<file path="src/rtl/hcp_pkg.sv">
// Shared constants and types for the host command/data port controller.
// Assumes byte-wide ports throughout.
package hcp_pkg;
    localparam int BYTE_W = 8;

    // status byte bit positions (the host decodes these)
    localparam int ST_OBF  = 0;
    localparam int ST_IBF  = 1;
    localparam int ST_PROC = 2;
    localparam int ST_CMD  = 3;
    localparam int ST_SCI  = 5;
    localparam int ST_SMI  = 6;

    // command codes
    localparam logic [BYTE_W-1:0] OP_READ  = 8'h80;
    localparam logic [BYTE_W-1:0] OP_WRITE = 8'h81;
    localparam logic [BYTE_W-1:0] OP_QUERY = 8'h84;

    typedef enum logic [1:0] {
        SQ_IDLE,
        SQ_RADDR,
        SQ_WADDR,
        SQ_WVAL
    } seq_state_t;
endpackage

</file>
<file path="src/rtl/hcp_flags.sv">
// Input and output byte registers plus the status byte.
// Assumes a host write and a consume in the same cycle keep the new byte.
module hcp_flags
    import hcp_pkg::*;
(
    input  logic              clk,
    input  logic              rst_n,
    input  logic              host_wr,
    input  logic              host_wr_cmd,
    input  logic [BYTE_W-1:0] host_wdata,
    input  logic              host_rd_data,
    input  logic              consume,
    input  logic              load_out,
    input  logic [BYTE_W-1:0] load_val,
    input  logic              proc,
    input  logic              sci,
    input  logic              smi,
    output logic              ibf,
    output logic              obf,
    output logic              in_is_cmd,
    output logic [BYTE_W-1:0] in_byte,
    output logic [BYTE_W-1:0] out_byte,
    output logic [BYTE_W-1:0] status
);
    // input-side register: latch host byte, drop full flag on consume
    always_ff @(posedge clk) begin
        if (!rst_n) begin
            ibf       <= 1'b0;
            in_is_cmd <= 1'b0;
            in_byte   <= '0;
        end else if (host_wr) begin
            ibf       <= 1'b1;
            in_is_cmd <= host_wr_cmd;
            in_byte   <= host_wdata;
        end else if (consume) begin
            ibf <= 1'b0;
        end
    end

    // output-side register: load from controller, drop full flag on host read
    always_ff @(posedge clk) begin
        if (!rst_n) begin
            obf      <= 1'b0;
            out_byte <= '0;
        end else if (load_out) begin
            obf      <= 1'b1;
            out_byte <= load_val;
        end else if (host_rd_data) begin
            obf <= 1'b0;
        end
    end

    // assemble the status byte; burst and reserved bits stay zero
    always_comb begin
        status          = '0;
        status[ST_OBF]  = obf;
        status[ST_IBF]  = ibf;
        status[ST_PROC] = proc;
        status[ST_CMD]  = in_is_cmd;
        status[ST_SCI]  = sci;
        status[ST_SMI]  = smi;
    end

    assert_rd_clears_obf_R3: assert property (@(posedge clk) disable iff (!rst_n)
        (host_rd_data && !load_out) |=> !obf);
endmodule

</file>
<file path="src/rtl/hcp_space.sv">
// Small byte-addressed space: version, self-test pair, backlight level.
// Assumes a combinational read and a single-cycle write strobe.
module hcp_space
    import hcp_pkg::*;
#(
    parameter logic [BYTE_W-1:0] VERSION  = 8'd1,
    parameter logic [BYTE_W-1:0] BKL_MAX  = 8'd100,
    parameter logic [BYTE_W-1:0] BKL_INIT = 8'd100
) (
    input  logic              clk,
    input  logic              rst_n,
    input  logic [BYTE_W-1:0] addr,
    input  logic              we,
    input  logic [BYTE_W-1:0] wdata,
    output logic [BYTE_W-1:0] rdata
);
    localparam logic [BYTE_W-1:0] A_VER  = 8'd0;
    localparam logic [BYTE_W-1:0] A_TEST = 8'd1;
    localparam logic [BYTE_W-1:0] A_INV  = 8'd2;
    localparam logic [BYTE_W-1:0] A_BKL  = 8'd3;

    logic [BYTE_W-1:0] test_q, inv_q, bkl_q;

    // writable bytes; the complement byte only follows the test byte
    always_ff @(posedge clk) begin
        if (!rst_n) begin
            test_q <= '0;
            inv_q  <= '1;
            bkl_q  <= BKL_INIT;
        end else if (we) begin
            if (addr == A_TEST) begin
                test_q <= wdata;
                inv_q  <= 8'hFF - wdata;
            end
            if (addr == A_BKL)
                bkl_q <= (wdata > BKL_MAX) ? BKL_MAX : wdata;
        end
    end

    // read mux, unmapped addresses read zero
    always_comb begin
        case (addr)
            A_VER:   rdata = VERSION;
            A_TEST:  rdata = test_q;
            A_INV:   rdata = inv_q;
            A_BKL:   rdata = bkl_q;
            default: rdata = '0;
        endcase
    end

    assert_pair_complement_R11: assert property (@(posedge clk) disable iff (!rst_n)
        inv_q == 8'hFF - test_q);
    assert_bkl_limit_R12: assert property (@(posedge clk) disable iff (!rst_n)
        bkl_q <= BKL_MAX);
endmodule

</file>
<file path="src/rtl/hcp_seq.sv">
// Transaction sequencer: consumes each host byte one cycle after it lands
// and steps the read, write and query transactions.
// Assumes the space read is combinational.
module hcp_seq
    import hcp_pkg::*;
(
    input  logic              clk,
    input  logic              rst_n,
    input  logic              ibf,
    input  logic              in_is_cmd,
    input  logic [BYTE_W-1:0] in_byte,
    input  logic              evt_valid,
    input  logic [BYTE_W-1:0] evt_code,
    input  logic [BYTE_W-1:0] mem_rdata,
    output logic              consume,
    output logic [BYTE_W-1:0] mem_addr,
    output logic              mem_we,
    output logic [BYTE_W-1:0] mem_wdata,
    output logic              load_out,
    output logic [BYTE_W-1:0] load_val,
    output logic              proc,
    output logic              evt_ack
);
    seq_state_t        state_q, state_d;
    logic [BYTE_W-1:0] addr_q, addr_d;

    // decode the pending byte against the current step
    always_comb begin
        consume   = ibf;
        state_d   = state_q;
        addr_d    = addr_q;
        mem_addr  = addr_q;
        mem_we    = 1'b0;
        mem_wdata = in_byte;
        load_out  = 1'b0;
        load_val  = '0;
        evt_ack   = 1'b0;
        if (ibf) begin
            if (in_is_cmd) begin
                case (in_byte)
                    OP_READ:  state_d = SQ_RADDR;
                    OP_WRITE: state_d = SQ_WADDR;
                    OP_QUERY: begin
                        state_d  = SQ_IDLE;
                        load_out = 1'b1;
                        load_val = evt_valid ? evt_code : '0;
                        evt_ack  = evt_valid;
                    end
                    default:  state_d = SQ_IDLE;
                endcase
            end else begin
                case (state_q)
                    SQ_RADDR: begin
                        mem_addr = in_byte;
                        load_out = 1'b1;
                        load_val = mem_rdata;
                        state_d  = SQ_IDLE;
                    end
                    SQ_WADDR: begin
                        addr_d  = in_byte;
                        state_d = SQ_WVAL;
                    end
                    SQ_WVAL: begin
                        mem_we  = 1'b1;
                        state_d = SQ_IDLE;
                    end
                    default: state_d = SQ_IDLE;
                endcase
            end
        end
    end

    // step register and captured write address
    always_ff @(posedge clk) begin
        if (!rst_n) begin
            state_q <= SQ_IDLE;
            addr_q  <= '0;
        end else begin
            state_q <= state_d;
            addr_q  <= addr_d;
        end
    end

    assign proc = (state_q != SQ_IDLE);

    assert_write_ends_R5: assert property (@(posedge clk) disable iff (!rst_n)
        (state_q == SQ_WVAL && ibf && !in_is_cmd) |=> !proc);
endmodule

</file>
<file path="src/rtl/hcp_ctrl.sv">
// Top of the host command/data port controller: port decode, flag
// registers, transaction sequencer and internal byte space.
// Assumes one-cycle host strobes; the command port wins if both selects are high.
module hcp_ctrl
    import hcp_pkg::*;
(
    input  logic        clk,
    input  logic        rst_n,
    input  logic        hst_sel_cmd,
    input  logic        hst_sel_data,
    input  logic        hst_wr,
    input  logic        hst_rd,
    input  logic [7:0]  hst_wdata,
    output logic [7:0]  hst_rdata,
    input  logic        sci_pend,
    input  logic        smi_pend,
    input  logic        evt_valid,
    input  logic [7:0]  evt_code,
    output logic        evt_ack
);
    logic              host_wr, host_rd_data;
    logic              ibf, obf, in_is_cmd, consume, load_out, proc, mem_we;
    logic [BYTE_W-1:0] in_byte, out_byte, status, load_val;
    logic [BYTE_W-1:0] mem_addr, mem_wdata, mem_rdata;

    // port decode of host strobes
    assign host_wr      = hst_wr && (hst_sel_cmd || hst_sel_data);
    assign host_rd_data = hst_rd && hst_sel_data && !hst_sel_cmd;
    assign hst_rdata    = hst_sel_cmd ? status : out_byte;

    hcp_flags u_flags (
        .clk(clk), .rst_n(rst_n),
        .host_wr(host_wr), .host_wr_cmd(hst_sel_cmd), .host_wdata(hst_wdata),
        .host_rd_data(host_rd_data), .consume(consume),
        .load_out(load_out), .load_val(load_val), .proc(proc),
        .sci(sci_pend), .smi(smi_pend),
        .ibf(ibf), .obf(obf), .in_is_cmd(in_is_cmd), .in_byte(in_byte),
        .out_byte(out_byte), .status(status)
    );

    hcp_seq u_seq (
        .clk(clk), .rst_n(rst_n),
        .ibf(ibf), .in_is_cmd(in_is_cmd), .in_byte(in_byte),
        .evt_valid(evt_valid), .evt_code(evt_code), .mem_rdata(mem_rdata),
        .consume(consume), .mem_addr(mem_addr), .mem_we(mem_we),
        .mem_wdata(mem_wdata), .load_out(load_out), .load_val(load_val),
        .proc(proc), .evt_ack(evt_ack)
    );

    hcp_space u_space (
        .clk(clk), .rst_n(rst_n),
        .addr(mem_addr), .we(mem_we), .wdata(mem_wdata), .rdata(mem_rdata)
    );

    assert_wr_sets_ibf_R2: assert property (@(posedge clk) disable iff (!rst_n)
        host_wr |=> status[ST_IBF]);
    assert_consume_clears_R2: assert property (@(posedge clk) disable iff (!rst_n)
        (status[ST_IBF] && !host_wr) |=> !status[ST_IBF]);
    assert_obf_after_done_R6: assert property (@(posedge clk) disable iff (!rst_n)
        $rose(obf) |-> !proc);
endmodule

</file>
<file path="config.mk">
export PLATFORM = sky130hd
export DESIGN_NAME = hcp_ctrl
export DESIGN_NICKNAME = d
export VERILOG_FILES = /design/src/rtl/hcp_pkg.sv /design/src/rtl/hcp_flags.sv /design/src/rtl/hcp_space.sv /design/src/rtl/hcp_seq.sv /design/src/rtl/hcp_ctrl.sv
export SDC_FILE = /design/constraint.sdc
export NUM_CORES = 1
export LEC_CHECK = 0
export BUFFER_PORTS_ARGS = -buffer_cell sky130_fd_sc_hd__buf_2
export CORE_ASPECT_RATIO = 1.1
export CORE_MARGIN = 2
export CORE_UTILIZATION = 43
export CTS_BUF_LIST = sky130_fd_sc_hd__clkbuf_4
export DETAILED_ROUTE_END_ITERATION = 6
export SLEW_MARGIN = 20
export SYNTH_ARGS = -nofsm -noshare
export SYNTH_HDL_FRONTEND = slang
export SYNTH_SLANG_ARGS = --single-unit
</file>
<file path="constraint.sdc">
create_clock -name clk -period 1.8 [get_ports clk]
set_input_delay 0.54 -clock clk [delete_from_list [all_inputs] [get_ports clk]]
set_output_delay 0.54 -clock clk [all_outputs]
set_load 0.05 [all_outputs]
</file>
# Word level (Yosys, flattened, before mapping)
# Cells that the tools add are included.
# classes
n_addsub	1
n_lt_le_gt_ge	1
n_eq_ne	9
n_mux	27
bitwise_logic	1
n_reduce_logical	11
# op_table
op	count
$mux 8	10
$pmux 8 s4	1
$eq 8x8->1 const B	3
$eq 8x2->1 const B	2
$mux 1	13
$eq 8x1->1 const B	1
$gt 8x7->1 const B	1
$logic_not 8->1	1
$sub 8x8->8 const A	1
$eq 2x2->1 const B	2
$mux 2	2
$pmux 2 s2	1
$reduce_and 2->1	2
$reduce_bool 2->1	2
$logic_and 1x1->1	3
$reduce_and 3->1	1
$eq 2x1->1 const B	1
$logic_not 1->1	1
$logic_or 1x1->1	1
$not 1->1	1
# word_totals
reg_bits	53
inputBits	25
out_inout_bits	9

# Longest topological paths before layout
# Gate-level depths: netlist (run 1).
# logic_depth
ltp_word	9
mapped_depth	8

# Cells and area by module
# A second synthesis (run 1) with hierarchy kept.
# hier_totals
hier_cells	294
area_unflattened_um2	2889.0
# modules_own_cells
mod	instances	cells_each	area_each_um2	seq_area_each_um2
hcp_space	1	112	1167.4	480.5
hcp_seq	1	102	790.8	200.2
hcp_flags	1	69	782.0	380.4
hcp_ctrl	1	11	148.9	0.0

# Worst setup path before layout (run 1)
# No wires, ideal clock.
# synth_timing
path_type	input -> output
start	input hst_sel_cmd
end	output hst_rdata[2]
t_arrival_ns	1.648
required_ns	1.260
path_slack_ns	-0.388
path_stages	3
path_cell_list	clkbuf_1 -> nor2_1 -> a21oi_1
# synth_between
elab_chain_len	1
# synth_lines
item	line_no	rtl
start, declared	hcp_ctrl.sv:9	input logic hst_sel_cmd,
$mux 8	hcp_ctrl.sv:29	assign hst_rdata = hst_sel_cmd ? status : out_byte;
end, declared	hcp_ctrl.sv:14	output logic [7:0] hst_rdata,
# Every way passes these cells.

# Final worst setup path (run 1)
# layout_timing
start	register u_flags.in_byte[0]
end	output evt_ack
# layout_between
elab_chain_len	4
# layout_lines
item	line_no	rtl
start, declared	hcp_flags.sv:21	output logic [BYTE_W-1:0] in_byte,
start signal, assigned	hcp_flags.sv:34	in_byte <= host_wdata;
$eq 8x8->1	hcp_seq.sv:40	case (in_byte)
$mux 1	hcp_seq.sv:40	
$mux 1	hcp_seq.sv:39	if (in_is_cmd) begin
$mux 1	hcp_seq.sv:38	if (ibf) begin
end, declared	hcp_ctrl.sv:19	output logic evt_ack
# Every way passes these cells.

==> reports/results.txt, run 1 <==
R2R cell count - 7
adder-cell share of the synthesized area - 0
Synth Area in XOR/XNOR - 0
TritonCTS clock tree - yes
initial core utilization - 0.453
via count - 2228
Clock Sinks - 53
worst slew pin tran - 453 ps
wire length per cell - 14.8 µm
peak fanout along the critical path - 2
max-cap violations - 0
#FFs+latches synth - 53
global routing's busiest layer - met2
core area - 5470 µm²
io pins - 34
RR Endpoint - u_flags.out_byte[5]
Yosys warnings - 0
Synth Area in Compound Gates - 0.200
synthesis-to-finish area growth - 32.0%
Die X - 76.4 µm
pwr dens - 601 nW/µm²
largest family of logic cells by synthesized area - simple AND/OR/NAND/NOR gates
Vias per Instance - 5.22
Synth Net Count - 313
Std-Cell Rows - 28
DP HPWL - 4480 µm
Synth Area per Inst - 8.60 µm²
share of cells above drive strength 1 - 0.361
Fin. Hold Viols - 0
clk root buf - clkbuf_4
failing checks - setup timing
total power - 0.00196 W
die height - 83.6 µm
ys async rst share - 0
FF-to-FF Start - u_seq.state_q[1]
total track usage - 0.202
multi-input logic area - 1460 µm²
CP arrival - 1410 ps
Synth area leaders - dfxtp_1, nand2_1, mux2i_1
slew margin rel. - 0.696
fillers - 524
Hold Path Origin - evt_code[3]
DR iter-0 viols - 78
final setup fails - 2
hold crit path type - input port to register
number of synthesized flops with an enable pin - 0
Setup CP Type - register to output port
H-tree levels - 2
first-pass GRT wire length - 10500 µm
unrepaired setup endpoints after global routing - true
Main synth FF type - dfxtp_1
Clock Tree Buf Depth - 2
period utilization - 1.09
post-route minimum period - 1950 ps
Register Area - 1070 µm²
Data required, critical path - 1260 ps
Overflow after GRT - 0
Leak - 1.33 nW
Die Area - 6380 µm²
drt drc - 0
initial antenna violation count - 0
Yosys top cell area share - 0.428
Final Wtd Congestion - 0.899
fmax - 0.512 GHz
First-pass DRT Iterations - 4
IO buf count - 33
largest net degree at the start of global routing - 24
maximum vdd drop - 335 µV
met1 usage - 0.269
Seq/Total Area, Yosys - 0.428
met2 Usage GRT - 0.338
Util after Layout - 0.598
distinct cell type count after synthesis - 48
Hold Path Sink - u_flags.out_byte[3]
M3 GR Usage - 0.0357
Clock transition at path regs - 150 ps
outcome - finished, violations left
vias in the first global route - 2191
cell area after synthesis - 2480 µm²
final worst setup slack - -154 ps
top cell type by total area after synthesis - dfxtp_1
Antenna Nets Post-Route - 0
number of diodes - 0
max-slew violations - 0
final setup skew - 15.1 ps
worst skew pair latency - 370 ps
WL final - 6300 µm
mux share of post-synthesis cell area - 0.0965
hold depth - 3
Reg2Reg Setup Slack - 20 ps
CP Launch Type - register
simple-gate share of the synthesized area - 0.226
crit path capture type - output port
NumNets Final - 376
Cells after Synth - 288
CTS Buf Count - 5
-- worst max-delay path by stage --
stage	start	to	slack, ps	depth (start not counted)
after global placement	hst_sel_cmd	hst_rdata[6]	-40	3
after detailed placement	hst_sel_cmd	hst_rdata[1]	-50	3
final	u_flags.in_byte[0]	evt_ack	-150	5
after global routing	u_flags.in_byte[0]	evt_ack	-260	5
after CTS	u_flags.in_byte[1]	evt_ack	-210	5
after floorplan	hst_sel_cmd	hst_rdata[4]	-160	2
-- repair_timing --
item | 4_1_cts | 5_1_grt
pin swaps | 3 | 5
endpoints found under the hold margin | 0 | 0
hold buffers | 0 | 0
buffers inserted | 2 | 3
setup endpoints to repair | 10 | 19
resized for setup | 22 | 41
-- stage by stage --
step / std cells / setup WS [ps] / hold WS [ps] / cell area, µm² / setup TNS, ps
6_report: 427 / -154 / 387 / 3270 / -168
5_1_grt: 427 / -260 / 362 / 3270 / -600
2_1_floorplan: 288 / -162 / 431 / 2480 / -325
3_3_place_gp: 414 / -41.0 / 441 / 2940 / -190
4_1_cts: 424 / -206 / 370 / 3070 / -236
3_5_place_dp: 414 / -48.2 / 447 / 2940 / -227
-- area by class of cell --
class	count	share of cell area
Tap cell	75	0.0287
Sequential cell	53	0.327
Inverter	5	0.00574
Clock inverter	3	0.00536
Clock buffer	5	0.0115
Multi-Input combinational cell	211	0.447
Timing Repair Buffer	75	0.175
-- power by group --
group	switching, W	internal, W	total [W]
Sequential	0.0000105	0.00119	0.00120
Combinational	0.000133	0.000109	0.000243
Clock	0.000374	0.000148	0.000522
-- worst max-delay path: stages (launching register included) --
cell	delay (ps)
dfxtp_2	350
nor4b_2	250
buf_4	170
nand2_4	50
nor2_4	80
buf_6	160
-- logic make-up (layout without fill, tap and decap cells) --
group           count (synthesis)  after routing
simple gates                  116            116
compound gates                 73             73
flops                          53             53
buf+inv                        24             88
mux                            22             22
-- cell usage in the layout, fill, tap and decap left out, types with 3 or more instances in the layout --
cell type,n
nor3_2,3
clkbuf_4,5
nor3_1,4
a21oi_1,21
o211ai_1,7
nand3_1,6
mux2i_1,9
dfxtp_2,6
inv_1,4
dfxtp_1,47
o21ai_0,4
a2bb2oi_2,6
and3_1,3
nand2_1,49
buf_6,8
o21ai_1,11
nand4_1,3
buf_2,25
buf_4,38
nor2b_1,4
mux2_2,3
a22oi_1,9
nor2_1,23
mux2i_4,5
mux2i_2,3
-- cell usage after synthesis, types with 4 or more instances --
master	n
mux2i_1	16
dfxtp_1	53
nor2_1	25
nor3_1	5
nor2b_1	4
o21ai_1	10
a21oi_1	22
o211ai_1	7
o21ai_0	5
mux2_2	5
inv_1	4
nand3_1	8
clkbuf_1	11
nand2_1	50
a2bb2oi_1	7
a22oi_1	9
-- registers in the layout, summed over array words and instances (netlist names) --
name,count
u_flags.in_byte,8
u_flags.out_byte,8
u_seq.addr_q,8
u_space.bkl_q,8
u_space.inv_q,8
u_space.test_q,8
u_seq.state_q,2
u_flags.ibf,1
u_flags.in_is_cmd,1
u_flags.obf,1
-- layer usage --
layer  wire length, µm  up-vias
met5                 0        -
met4                60        0
met3               245        7
met2              2990       42
met1              3010     1027
li1                  -     1152
Power figures use the tool's default switching activity.
==> run 2: changes to the inputs <==
--- a/config.mk
+++ b/config.mk
@@ -7,11 +7,11 @@
 export LEC_CHECK = 0
 export BUFFER_PORTS_ARGS = -buffer_cell sky130_fd_sc_hd__buf_2
 export CORE_ASPECT_RATIO = 1.1
-export CORE_MARGIN = 2
+export CORE_MARGIN = 1.5
 export CORE_UTILIZATION = 43
 export CTS_BUF_LIST = sky130_fd_sc_hd__clkbuf_4
 export DETAILED_ROUTE_END_ITERATION = 6
-export SLEW_MARGIN = 20
+export RECOVER_POWER = 50
 export SYNTH_ARGS = -nofsm -noshare
 export SYNTH_HDL_FRONTEND = slang
 export SYNTH_SLANG_ARGS = --single-unit
==> reports/results.txt, run 2 (same netlist as run 1, synthesis figures left out) <==
worst-path cell chain - nor4b_4 > nand2_1 > nor2_2 > buf_6
share of cells above drive strength 1 - 0.434
Antenna Nets Post-Route - 0
fillers - 490
post-route minimum period - 1940 ps
Clock transition at path regs - 150 ps
First-pass DRT Iterations - 4
placed instance area - 2950 µm²
outcome - finished, violations left
final setup skew - 11.1 ps
fmax - 0.514 GHz
Clock Sinks - 53
initial core utilization - 0.453
first-pass GRT wire length - 10200 µm
Overflow after GRT - 0
core area - 5470 µm²
Int Power - 0.00149 W
worst slack at placement - -36.1 ps
final setup fails - 9
synthesis-to-finish area growth - 39.8%
peak fanout along the critical path - 2
Clock Power Share - 0.281
R2R cell count - 8
vias in the first global route - 2056
initial antenna violation count - 0
CP max-delay cell - dfxtp_2
Std-Cell Rows - 28
NumNets Final - 381
commonest cells after routing, fill and taps aside - dfxtp_1, nand2_1, buf_4
slew margin rel. - 0.550
Data required, critical path - 1260 ps
wire length per cell - 16.1 µm
final worst setup slack - -145 ps
DP HPWL - 4440 µm
switching power share of the total - 0.264
CP arrival - 1400 ps
worst slew pin tran - 674 ps
unrepaired setup endpoints after global routing - true
hold crit path type - input port to register
Final Wtd Congestion - 0.903
Seq pwr share - 0.594
io pins - 34
crit path capture type - output port
hold depth - 3
Setup CP Type - register to output port
Vias per Instance - 5.34
die height - 82.6 µm
fin area - 3460 µm²
Clock Tree Buf Depth - 2
worst skew pair latency - 390 ps
total track usage - 0.218
clk root buf - clkbuf_4
H-tree levels - 2
via count - 2306
Fin. Hold Viols - 0
max-cap violations - 0
CP Launch Type - register
Die X - 75.4 µm
DR iter-0 viols - 87
TritonCTS clock tree - yes
Leak - 1.39 nW
Sw Pwr - 0.000533 W
most common cell after layout, fill and taps aside - dfxtp_1
Critical Path Max Stage Delay - 360 ps
drt drc - 0
period utilization - 1.08
failing checks - setup timing
Comb pwr share - 0.124
number of diodes - 0
maximum vdd drop - 406 µV
Die Area - 6220 µm²
max-slew violations - 0
IO buf count - 33
total power - 0.00202 W
CTS Buf Count - 5
Hold-fix buffers, CTS - 0
pwr dens - 583 nW/µm²
largest net degree at the start of global routing - 23
WL final - 6940 µm
==> run 2: cell count changes in the layout (fill, tap and decap cells not counted), sizes merged <==
cell / change
clkinv: -2
clkbuf: +9
buf: -2
==> run 2: what timing repair did <==
action | CTS | global route
resized for setup | 25 | 76
setup buffers | 3 | 4
gates cloned | 0 | 4
pin swaps | 4 | 21
endpoints found under the setup margin | 13 | 37
endpoints found under the hold margin | 0 | 0
==> run 2: worst paths after layout <==
path                            from             endpoint  slack [ps]
setup / recovery  u_flags.in_byte[3]              evt_ack        -140
hold / removal           evt_code[2]  u_flags.out_byte[2]         370
setup reg to reg   u_flags.in_is_cmd     u_space.inv_q[2]         -20
hold reg to reg      u_seq.addr_q[3]      u_seq.addr_q[3]         470
==> run 2: power by group through the flow <==
stage | Combinational [W] | Clock [W] | Sequential (W)
after CTS | 0.000241 | 0.000571 | 0.00120
final | 0.000251 | 0.000567 | 0.00120
after global placement | 0.000221 | 0 | 0.00122
after floorplan | 0.000117 | 0 | 0.00122
after detailed placement | 0.000221 | 0 | 0.00122
after global routing | 0.000272 | 0.000621 | 0.00120
==> run 2: cell type report <==
| class | count | area, µm² | share of cell area |
|---|---|---|---|
| multi-input cells | 211 | 1570 | 0.455 |
| flip-flops and latches | 53 | 1070 | 0.308 |
| repair buffers | 80 | 648 | 0.187 |
| well taps | 75 | 93.8 | 0.0271 |
| clock buffers | 7 | 52.6 | 0.0152 |
| inverters | 5 | 18.8 | 0.00542 |
| clock inverters | 1 | 7.51 | 0.00217 |
==> run 2: critical path, delay by kind of cell, from the launching register on <==
| family | cells | cell delay, ps |
|---|---|---|
| AND/OR/NAND/NOR | 3 | 500 |
| flip-flops | 1 | 360 |
| buffers and inverters | 1 | 160 |
==> run 2: stage by stage <==
step	hold WS [ps]	utilization	instances	setup TNS, ps
final	375	0.633	432	-442
after global routing	375	0.633	432	-2370
after CTS	376	0.570	426	-156
after detailed placement	445	0.540	415	-189
after global placement	440	0.540	415	-226
after floorplan	431	-	288	-325
==> run 2: metal layers <==
| metal | up-vias | GRT usage | wire (µm) |
|---|---|---|---|
| li1 | 1159 | - | - |
| met1 | 1093 | 0.279 | 3320 |
| met2 | 42 | 0.375 | 3310 |
| met3 | 12 | 0.0328 | 189 |
| met4 | 0 | 0.0696 | 121 |
| met5 | - | 0 | 0 |
==> run 3: changes to the inputs <==
--- a/config.mk
+++ b/config.mk
@@ -9,7 +9,7 @@
 export CORE_ASPECT_RATIO = 1.1
 export CORE_MARGIN = 1.5
 export CORE_UTILIZATION = 43
-export CTS_BUF_LIST = sky130_fd_sc_hd__clkbuf_4
+export CTS_BUF_LIST = sky130_fd_sc_hd__clkbuf_16
 export DETAILED_ROUTE_END_ITERATION = 6
 export RECOVER_POWER = 50
 export SYNTH_ARGS = -nofsm -noshare
==> reports/results.txt, run 3 (same netlist as run 1, synthesis figures left out) <==
pwr dens - 731 nW/µm²
Antenna Nets Post-Route - 0
failing checks - setup timing
Vias per Instance - 5.29
io pins - 34
fillers - 527
slew margin rel. - 0.545
Hold-fix buffers, CTS - 0
multi-input logic area - 1400 µm²
wire length per cell - 14.8 µm
peak fanout along the critical path - 3
Sw Pwr - 0.000565 W
CP Launch Type - register
period utilization - 1.02
total power - 0.00236 W
worst skew pair latency - 290 ps
share of cells above drive strength 1 - 0.323
Die X - 75.4 µm
commonest cells after routing, fill and taps aside - nand2_1, dfxtp_1, buf_4
largest net degree at the start of global routing - 23
setup TNS - -41.1 ps
Seq pwr share - 0.508
post-route minimum period - 1840 ps
NumNets Final - 374
Setup CP Type - register to output port
Hold Path Sink - u_space.bkl_q[4]
final worst setup slack - -41.1 ps
Util after Layout - 0.590
synthesis-to-finish area growth - 30.3%
H-tree levels - 2
clk root buf - clkbuf_16
Non-Filler Instances - 425
dpl cells - 415
Std-Cell Rows - 28
RR Endpoint - u_flags.out_byte[3]
maximum vdd drop - 440 µV
Fin. Hold Viols - 0
Hold Path Origin - u_space.bkl_q[4]
Clock Sinks - 53
Reg2Reg Setup Slack - 20 ps
CP max-delay cell - dfxtp_2
worst slack at placement - -36.1 ps
DR iter-0 viols - 89
CTS Buf Count - 5
crit path capture type - output port
unrepaired setup endpoints after global routing - true
max-slew violations - 0
final setup fails - 1
via count - 2249
TritonCTS clock tree - yes
WL final - 6300 µm
IO buf count - 33
First-pass DRT Iterations - 4
Clock transition at path regs - 70 ps
FF-to-FF Start - u_seq.state_q[1]
drt drc - 0
Comb pwr share - 0.101
Int Power - 0.00180 W
fmax - 0.543 GHz
initial core utilization - 0.453
R2R cell count - 7
switching power share of the total - 0.239
outcome - finished, violations left
hold depth - 2
Overflow after GRT - 0
vias in the first global route - 2045
Clock Power Share - 0.392
initial antenna violation count - 0
core area - 5470 µm²
Leak - 1.35 nW
total track usage - 0.214
DP HPWL - 4440 µm
worst-path cell chain - nor3_4 > nand3_2 > nor2_2 > buf_6
max-cap violations - 0
Clock Tree Buf Depth - 2
worst slew pin tran - 683 ps
die height - 82.6 µm
hold crit path type - register to register
number of diodes - 0
CP arrival - 1300 ps
Data required, critical path - 1260 ps
final setup skew - 3.56 ps
Final Wtd Congestion - 0.903
Die Area - 6220 µm²
first-pass GRT wire length - 10000 µm
Critical Path Max Stage Delay - 340 ps
Register Area - 1060 µm²
-- run 3: cell types whose count changed in the layout (fill, tap and decap cells not counted), sizes merged --
| cell | before | now |
|---|---|---|
| clkbuf | 14 | 11 |
| buf | 73 | 67 |
| inv | 4 | 6 |
-- run 3: worst max-delay path by stage --
| stage | from | slack [ps] | depth (start not counted) | endpoint |
|---|---|---|---|---|
| global placement | hst_sel_cmd | -40 | 3 | hst_rdata[6] |
| global route | u_flags.in_byte[4] | -110 | 4 | evt_ack |
| floorplan | hst_sel_cmd | -160 | 2 | hst_rdata[4] |
| detailed placement | hst_sel_cmd | -40 | 3 | hst_rdata[5] |
| finish | u_flags.in_byte[4] | -40 | 4 | evt_ack |
| CTS | u_flags.in_byte[3] | -20 | 4 | evt_ack |
-- run 3: per-layer routing --
metal / up-vias / global-route usage / wire, µm
li1: 1149 / - / -
met1: 1044 / 0.280 / 3040
met2: 45 / 0.358 / 2930
met3: 11 / 0.0328 / 206
met4: 0 / 0.0679 / 124
met5: - / 0 / 0
-- run 3: final cells by class --
| cell class | instances | area share |
|---|---|---|
| multi-input combinational | 211 | 0.433 |
| sequential | 53 | 0.330 |
| timing repair buffer | 73 | 0.159 |
| clock buffer | 5 | 0.0388 |
| tap | 75 | 0.0291 |
| inverter | 5 | 0.00582 |
| clock inverter | 3 | 0.00465 |
-- run 3: power by group through the flow --
stage          Clock, W  Sequential (W)  Combinational [W]
3_3_place_gp          0         0.00122           0.000221
4_1_cts        0.000937         0.00120           0.000229
6_report       0.000925         0.00120           0.000237
2_1_floorplan         0         0.00122           0.000117
5_1_grt        0.000989         0.00120           0.000257
3_5_place_dp          0         0.00122           0.000221
-- run 3: repair_timing --
action,CTS,global route
setup buffers,1,1
resized for setup,8,30
endpoints found under the setup margin,9,31
pin swaps,3,8
-- run 3: stage by stage --
step                      hold slack, ps  area (µm²)
after floorplan                      431        2480
after global placement               440        2950
after detailed placement             445        2950
after CTS                            454        3130
after global routing                 471        3230
final                                454        3230
-- run 3: critical path, delay by kind of cell, from the launching register on --
family | cells | cell delay, ps
flops | 1 | 340
simple gates | 3 | 510
buf+inv | 1 | 160
